$ cat config.mk
export PLATFORM = sky130hd
export DESIGN_NAME = rst_trap_ctrl
export DESIGN_NICKNAME = d
export VERILOG_FILES = /design/src/rtl/rst_trap_pkg.sv /design/src/rtl/rt_capture.sv /design/src/rtl/rt_prio.sv /design/src/rtl/rt_pulse.sv /design/src/rtl/rst_trap_ctrl.sv
export SDC_FILE = /design/constraint.sdc
export NUM_CORES = 1
export LEC_CHECK = 0
export BUFFER_PORTS_ARGS = -buffer_cell sky130_fd_sc_hd__buf_4
export CAP_MARGIN = 20
export CORE_MARGIN = 2
export CORE_UTILIZATION = 50
export CTS_CLUSTER_SIZE = 12
export DETAILED_ROUTE_END_ITERATION = 7
export GPL_TIMING_DRIVEN = 0
export MAX_ROUTING_LAYER = met4
export PLACE_DENSITY = 0.87
export SYNTH_ARGS = -nofsm -noshare
export SYNTH_HDL_FRONTEND = slang
export SYNTH_SLANG_ARGS = --single-unit
export TNS_END_PERCENT = 50
$ cat constraint.sdc
create_clock -name clk -period 2 [get_ports clk]
set_input_delay 0.1 -clock clk [delete_from_list [all_inputs] [get_ports clk]]
set_output_delay 0.1 -clock clk [all_outputs]
set_load 0.01 [all_outputs]
$ cat src/rtl/rst_trap_pkg.sv
package rst_trap_pkg;
  localparam int NSRC  = 4;
  localparam int VEC_W = 9;
  // source index doubles as priority rank (0 = highest among errors)
  localparam int SRC_CTL = 0;
  localparam int SRC_BUS = 1;
  localparam int SRC_PAR = 2;
  localparam int SRC_MMU = 3;

  function automatic logic [VEC_W-1:0] vec_of(input int idx);
    case (idx)
      SRC_CTL: vec_of = 9'o010;
      SRC_BUS: vec_of = 9'o004;
      SRC_PAR: vec_of = 9'o114;
      default: vec_of = 9'o250;
    endcase
  endfunction
endpackage

$ cat src/rtl/rt_capture.sv
module rt_capture #(
  parameter int N = 4
) (
  input  logic         clk,
  input  logic         rst_n,
  input  logic [N-1:0] lvl,
  input  logic         clr,
  output logic [N-1:0] pend
);
  logic [N-1:0] lvl_q;

  for (genvar i = 0; i < N; i++) begin : g_cap
    always_ff @(posedge clk or negedge rst_n) begin
      if (!rst_n) begin
        lvl_q[i] <= 1'b0;
        pend[i]  <= 1'b0;
      end else begin
        lvl_q[i] <= lvl[i];
        // a fresh edge wins over a clear on the same tick
        pend[i]  <= (pend[i] & ~clr) | (lvl[i] & ~lvl_q[i]);
      end
    end
  end

  // a held level never re-arms a served flag
  assert_no_rearm_R6: assert property (@(posedge clk) disable iff (!rst_n)
    (clr && lvl_q == lvl && lvl == {N{1'b1}}) |=> pend == '0);
endmodule

$ cat src/rtl/rt_prio.sv
module rt_prio
  import rst_trap_pkg::*;
(
  input  logic              clk,
  input  logic              rst_n,
  input  logic              pwr_pend,
  input  logic [NSRC-1:0]   err_pend,
  output logic              any,
  output logic              win_pwr,
  output logic [VEC_W-1:0]  win_vec
);
  logic [NSRC-1:0] sel;

  always_comb begin
    sel = '0;
    if (!pwr_pend) begin
      for (int i = NSRC-1; i >= 0; i--) begin
        if (err_pend[i]) sel = '0;
        if (err_pend[i]) sel[i] = 1'b1;
      end
    end
  end

  always_comb begin
    win_vec = '0;
    for (int i = 0; i < NSRC; i++)
      if (sel[i]) win_vec = vec_of(i);
  end

  assign win_pwr = pwr_pend;
  assign any     = pwr_pend | (|err_pend);

  // exactly one winner whenever anything waits
  assert_one_winner_R5: assert property (@(posedge clk) disable iff (!rst_n)
    any |-> $countones({win_pwr, sel}) == 1);
endmodule

$ cat src/rtl/rt_pulse.sv
module rt_pulse #(
  parameter int PULSE_TICKS = 2
) (
  input  logic clk,
  input  logic rst_n,
  input  logic start,
  output logic pulse
);
  localparam int CW = $clog2(PULSE_TICKS + 1);
  logic [CW-1:0] cnt;

  always_ff @(posedge clk or negedge rst_n) begin
    if (!rst_n)          cnt <= '0;
    else if (start)      cnt <= CW'(PULSE_TICKS);
    else if (cnt != '0)  cnt <= cnt - 1'b1;
  end

  assign pulse = (cnt != '0);

  // a new service never starts inside a running pulse
  assert_no_restart_R2: assert property (@(posedge clk) disable iff (!rst_n)
    start |-> !pulse);
endmodule

$ cat src/rtl/rst_trap_ctrl.sv
module rst_trap_ctrl
  import rst_trap_pkg::*;
#(
  parameter int PULSE_TICKS = 2,
  parameter int PWR_RESETS  = 2
) (
  input  logic             clk,
  input  logic             rst_n,
  input  logic             ctl_err,
  input  logic             bus_err,
  input  logic             par_err,
  input  logic             mmu_abort,
  input  logic             dc_low,
  input  logic             phase_low,
  input  logic             trap_ready,
  output logic             chip_rst,
  output logic             trap_valid,
  output logic [VEC_W-1:0] trap_vec
);
  localparam int PW = $clog2(PWR_RESETS + 1);

  logic [NSRC-1:0]  err_lvl, err_pend;
  logic             phase_q, dc_q, start, any, win_pwr;
  logic [VEC_W-1:0] win_vec;
  logic [PW-1:0]    pwr_cnt;

  assign err_lvl[SRC_CTL] = ctl_err;
  assign err_lvl[SRC_BUS] = bus_err;
  assign err_lvl[SRC_PAR] = par_err;
  assign err_lvl[SRC_MMU] = mmu_abort;

  rt_capture #(.N(NSRC)) u_cap (
    .clk(clk), .rst_n(rst_n), .lvl(err_lvl), .clr(start), .pend(err_pend));

  rt_prio u_prio (
    .clk(clk), .rst_n(rst_n), .pwr_pend(pwr_cnt != '0), .err_pend(err_pend),
    .any(any), .win_pwr(win_pwr), .win_vec(win_vec));

  assign start = phase_low & ~phase_q & any & ~chip_rst & ~trap_valid;

  rt_pulse #(.PULSE_TICKS(PULSE_TICKS)) u_pulse (
    .clk(clk), .rst_n(rst_n), .start(start), .pulse(chip_rst));

  always_ff @(posedge clk or negedge rst_n) begin
    if (!rst_n) begin
      phase_q <= 1'b0;
      dc_q    <= 1'b1;
      pwr_cnt <= '0;
    end else begin
      phase_q <= phase_low;
      dc_q    <= dc_low;
      if (dc_low)                  pwr_cnt <= '0;
      else if (dc_q)               pwr_cnt <= PW'(PWR_RESETS);
      else if (start && win_pwr)   pwr_cnt <= pwr_cnt - 1'b1;
    end
  end

  always_ff @(posedge clk or negedge rst_n) begin
    if (!rst_n) begin
      trap_valid <= 1'b0;
      trap_vec   <= '0;
    end else if (start && !win_pwr) begin
      trap_valid <= 1'b1;
      trap_vec   <= win_vec;
    end else if (trap_valid && trap_ready) begin
      trap_valid <= 1'b0;
    end
  end

  // offered vector holds until taken
  assert_vec_hold_R7: assert property (@(posedge clk) disable iff (!rst_n)
    (trap_valid && !trap_ready) |=> (trap_valid && $stable(trap_vec)));
  // reset only begins inside a low phase
  assert_rst_in_low_R2: assert property (@(posedge clk) disable iff (!rst_n)
    $rose(chip_rst) |-> $past(phase_low));
  // no reset starts while a vector waits
  assert_backpressure_R8: assert property (@(posedge clk) disable iff (!rst_n)
    (trap_valid && !trap_ready) |=> !$rose(chip_rst));
  // power-up service never offers a vector
  assert_pwr_no_trap_R3: assert property (@(posedge clk) disable iff (!rst_n)
    (start && win_pwr) |=> !$rose(trap_valid));
endmodule

# ---- Word-level counts from Yosys, hierarchy flattened
# Index checks and enable logic that the tools add are counted.
dict set report op_classes {
  bitwise_logic 25
  shifts 0
  n_mux 20
  div 0
  magnitude_cmp 0
  reduce_logical 10
  addsub 2
  mul 0
  eq_ne 0
}
# operator count
set op_table {}
lappend op_table {{$mux 4} 7}
lappend op_table {{$and 1x1->1} 12}
lappend op_table {{$mux 2} 5}
lappend op_table {{$mux 8} 1}
lappend op_table {{$not 1->1} 8}
lappend op_table {{$reduce_bool 2->1} 4}
lappend op_table {{$mux 7} 1}
lappend op_table {{$mux 1} 6}
lappend op_table {{$or 1x1->1} 5}
lappend op_table {{$reduce_or 4->1} 1}
lappend op_table {{$sub 2x1->2 const B} 2}
lappend op_table {{$logic_and 1x1->1} 3}
lappend op_table {{$reduce_bool 3->1} 1}
lappend op_table {{$logic_not 1->1} 1}
dict set report word_totals {
  out_inout_bits 11
  ff_bits 24
  mem_count 0
  input_bits 9
  mem_bits_rw 0
  latchBits 0
  mem_bits_ro 0
}

# ---- Depth between registers and ports, before layout
dict set report logic_depth {
  word_depth 14
  ltp_mapped 6
  mapped_depth_nobuf 5
}

# ---- Modules after synthesis
# Synthesis repeated with hierarchy kept, for this count alone.
dict set report unflattened {
  cells_unflattened 88
  hier_area_um2 1058.5
}
# mod seq_area_each_um2 area_each_um2 n_inst cells_per_inst
set by_module_without_submodules {}
lappend by_module_without_submodules {rst_trap_ctrl 351.6 588.1 1 41}
lappend by_module_without_submodules {rt_capture 200.2 255.2 1 20}
lappend by_module_without_submodules {rt_prio 0.0 107.6 1 16}
lappend by_module_without_submodules {rt_pulse 50.0 107.6 1 11}

# ---- Worst setup path after synthesis
# No wires, ideal clock.
dict set report synth_path {
  path_type {register to register}
  from {reg u_pulse.cnt[0]}
  to {reg trap_vec[6]}
  setup_ns 0.125
  arrival_time_ns 1.347
  n_path_buf 1
  stages_incl_launch_ff 7
  path_slack_ns 0.528
  cell_sequence {dfrtp_1 -> inv_1 -> ha_1 -> and4bb_1 -> buf_4 -> o211ai_4 -> mux2_4}
}
dict set report synth_via {
  elab_chain_len 5
}
# item line
set synth_lines {}
lappend synth_lines {{from (decl)} rt_pulse.sv:10} ;# logic [CW-1:0] cnt;
lappend synth_lines {{from (signal assigned)} rt_pulse.sv:14} ;# else if (start) cnt <= CW'(PULSE_TICKS);
lappend synth_lines {{from (signal assigned)} rt_pulse.sv:15} ;# else if (cnt != '0) cnt <= cnt - 1'b1;
lappend synth_lines {{$reduce_bool 2->1} rt_pulse.sv:18} ;# assign pulse = (cnt != '0);
lappend synth_lines {{$not 1->1} rst_trap_ctrl.sv:39} ;# assign start = phase_low & ~phase_q & any & ~chip_rst & ~trap_valid;
lappend synth_lines {{$and 1x1->1 (2 in a row)} rst_trap_ctrl.sv:39}
lappend synth_lines {{$logic_and 1x1->1} rst_trap_ctrl.sv:62} ;# end else if (start && !win_pwr) begin
lappend synth_lines {{to (signal assigned)} rst_trap_ctrl.sv:64} ;# trap_vec <= win_vec;
lappend synth_lines {{to (decl)} rst_trap_ctrl.sv:18} ;# output logic [VEC_W-1:0] trap_vec
# Every way passes these cells.
# A chain may end at the register's enable or synchronous reset.

# ---- Worst setup path in the final report
dict set report layout_path {
  from {reg u_pulse.cnt[1]}
  to {reg trap_vec[6]}
}
# Same word-level chain as after synthesis.

==> summary.txt <==
Status
  • Run status: finished clean

Drt
  • Vias per cell: roughly 5.1
  • Vias after detailed routing: between 600 and 700
  • Avg WL per Cell: ~13 um
  • Initial drt markers: 8
  • Final antenna-violating net count: 0
  • DR pass1 iterations: 4
  • Final WL: roughly 1600 um
  • DRC violations left: 0

Clock network
  • Root Buffer: clkbuf_4
  • Clock tree buffer depth: 2
  • Clk slew on worst S/H paths: roughly 0.1 ns
  • CTS Buf Count: 3
  • H-tree depth: 1
  • Latest clock arrival within the worst-skew pair: approximately 0.30 ns
  • CTS sink count: 19
  • CTS tree: built

Synthesis
  • Post-synthesis sequential area ratio: roughly 56%
  • Synth async-reset ratio: 100%
  • Top_reg_cell synth: dfrtp_1
  • Ys Warns: 0
  • Syn avg cell area: between 10 and 15 um2
  • Mapped Area: 852 um2
  • Post-synth EDFFs: 0
  • Distinct cell type count after synthesis: 29
  • Synth Instances: 77
  • Synth top area share: approximately 53%
  • Top post-synthesis cells by area: dfrtp_1 (53%), inv_1 (5.7%), buf_4 (5.3%)
  • Largest area contributor in the netlist: dfrtp_1
  • Number of synthesized register bits: 19

Layout
  • Area delta synth->final: 29.5%
  • Final #Nets: between 100 and 150
  • Share of cells above drive strength 1: about 28%
  • Fin cells: about 120
  • N_diodes: 0

Worst setup path
  • CP Class: reg2reg
  • CP cell instances: inv_1 > ha_1 > and4bb_1 > buf_4 > o211ai_4 > mux2_4
  • Critical Path RT: approximately 2.2 ns
  • CP startpoint kind: flop
  • Worst setup EP type: flop
  • Worst path max stage delay: around 0.38 ns
  • Critical Path Fanout Max: 7
  • Slowest stage cell, crit path: dfrtp_1
  • WP data arrival: 1.81 ns

Pwr
  • Gate power share: about a third
  • Leakage: approximately 0.57 nW
  • Sequential share of power: approximately 50%
  • P_int: approximately 0.76 mW
  • Worst vdd ir: 0.714 mV
  • PD cells: roughly 1000 mW/mm2
  • Clk pwr share: 16.6%
  • Sw frac: between 30% and 40%
  • NetSw: roughly 0.38 mW

Global route
  • First-pass GRT wire length: roughly 2600 um
  • Largest net degree at the start of global routing: 20
  • Number of global-route vias before repair: 600
  • Congestion Overflow GR: 0
  • Gr usage total: between 10% and 20%
  • Initial antenna violation count: 0

STA
  • Final Setup Violations: 0
  • Hold Vio Cnt, Final: 0
  • Minimum clock period: 1.61 ns
  • F_max: between 600 and 700 MHz
  • Fin. max-slew vios: 0
  • Clock skew: approximately 0.0095 ns
  • Total negative slack: 0 ns
  • Unrepaired setup endpoints after global routing: no
  • Final period util: approximately four fifths

Place
  • Number of I/O port buffers: 15
  • Detailed placer's ending HPWL: ~1100 um
  • Placed insts: between 100 and 150
  • Gpl congestion: around 0.81

Flow run
  • Max Cap Viol: 0

Floorplan
  • IO Pins: 20
  • Die span in x: 45.3 um
  • Initial core utilization: a little over half
  • Core region area: ~0.0016 mm2
  • Die ar.: ~0.0021 mm2
  • Rows: 14
  • Die Span Y: ~45 um

Worst hold path
  • Worst hold path type: in2async
[final timing paths]
kind / startpoint / end / cells past startpoint / slack [ns]
min: rst_n / trap_vec[3]$_DFFE_PN0P_ / 2 / 0.22
min in group clk: u_cap.lvl_q[0]$_DFF_PN0_ / u_cap.pend[0]$_DFF_PN0_ / 1 / 0.43
max reg2reg: u_pulse.cnt[1]$_DFFE_PN0P_ / trap_vec[6]$_DFFE_PN0P_ / 6 / 0.39
max in group asynchronous: rst_n / dc_q$_DFF_PN1_ / 2 / 1.52
max: u_pulse.cnt[1]$_DFFE_PN0P_ / trap_vec[6]$_DFFE_PN0P_ / 6 / 0.39
min reg2reg: u_cap.lvl_q[0]$_DFF_PN0_ / u_cap.pend[0]$_DFF_PN0_ / 1 / 0.43
[state kept, by name, indices dropped and copies added, names as in the netlist]
signal,flops
u_cap.pend,4
trap_valid,1
phase_q,1
u_pulse.cnt,2
dc_q,1
pwr_cnt,2
trap_vec,4
u_cap.lvl_q,4
[kinds of logic (layout without fill, tap and decap cells)]
family | after synthesis | after routing | synth area share, %
DFF | 19 | 19 | 55.9
buffers and inverters | 21 | 48 | 12.0
adders and majority gates | 2 | 2 | 2.94
and+or+nand+nor | 16 | 16 | 11.9
AOI/OAI and AO/OA | 15 | 15 | 12.6
muxes | 3 | 3 | 4.11
other | 1 | 4 | 0.440
[layer usage]
layer / vias up / wire, um / global-route usage (%)
met3: 5 / 58 / 3.60
met1: 291 / 690 / 20.7
met5: - / 0 / -
met2: 17 / 794 / 32.0
li1: 310 / - / -
met4: 0 / 47 / 14.1
[cell type report]
class | instances | area [um2]
Clock buffer | 3 | 22.5
Inverter | 13 | 48.8
Tap cell | 16 | 20.0
Sequential cell | 19 | 477
Timing Repair Buffer | 23 | 193
Fill cell | 117 | 455
Buffer | 8 | 53.8
Multi-Input combinational cell | 40 | 284
Clock inverter | 1 | 5.00
[cell usage in the layout (no fill, tap or decap), types with 2 or more instances in the layout]
cell            n
o21ai_0         6
nand2_1         5
a31oi_1         2
clkbuf_4        3
conb_1          4
dfrtp_1        18
ha_1            2
nor2_1          2
inv_1          13
mux2i_1         2
a211oi_1        2
buf_4          21
dlygate4sd3_1   8
[power by group through the flow]
stage	registers, mW	clock network, mW	logic (mW)
after global routing	0.572	0.212	0.433
after floorplan	0.564	0	0.219
after CTS	0.558	0.196	0.398
final	0.557	0.189	0.394
after global placement	0.557	0	0.363
after detailed placement	0.566	0	0.384
[per-stage QoR]
step                power, mW  worst slack, ns  hold slack [ns]  instance area, um2  util, %
floorplan               0.783            0.528           -0.196                 863        -
global route             1.22            0.274            0.244                1100     70.8
global placement        0.920            0.452          -0.0196                 996     63.9
CTS                      1.15            0.372            0.193                1100     70.8
detailed placement      0.950            0.393          -0.0171                 996     63.9
finish                   1.14            0.394            0.216                1100     70.8
[timing repair]
action	4_1_cts	5_1_grt
buffers inserted	0	0
resized for setup	0	0
hold buffers	8	0
endpoints found under the hold margin	28	0
[Yosys cell counts, types with 2 or more instances]
master	number
a211oi_1	2
a31oi_1	2
buf_4	6
dfrtp_1	18
ha_1	2
inv_1	13
mux2i_1	2
nand2_1	5
nor2_1	2
o21ai_0	6
[worst max-delay path, delay by kind of cell, from the launching register on]
family                     cells  cell delay, ns
buffers and inverters          2            0.24
and+or+nand+nor                1            0.21
adders and majority gates      1            0.26
DFF                            1            0.38
muxes                          1            0.31
AOI/OAI and AO/OA              1            0.10
Power figures use the tool's default switching activity.
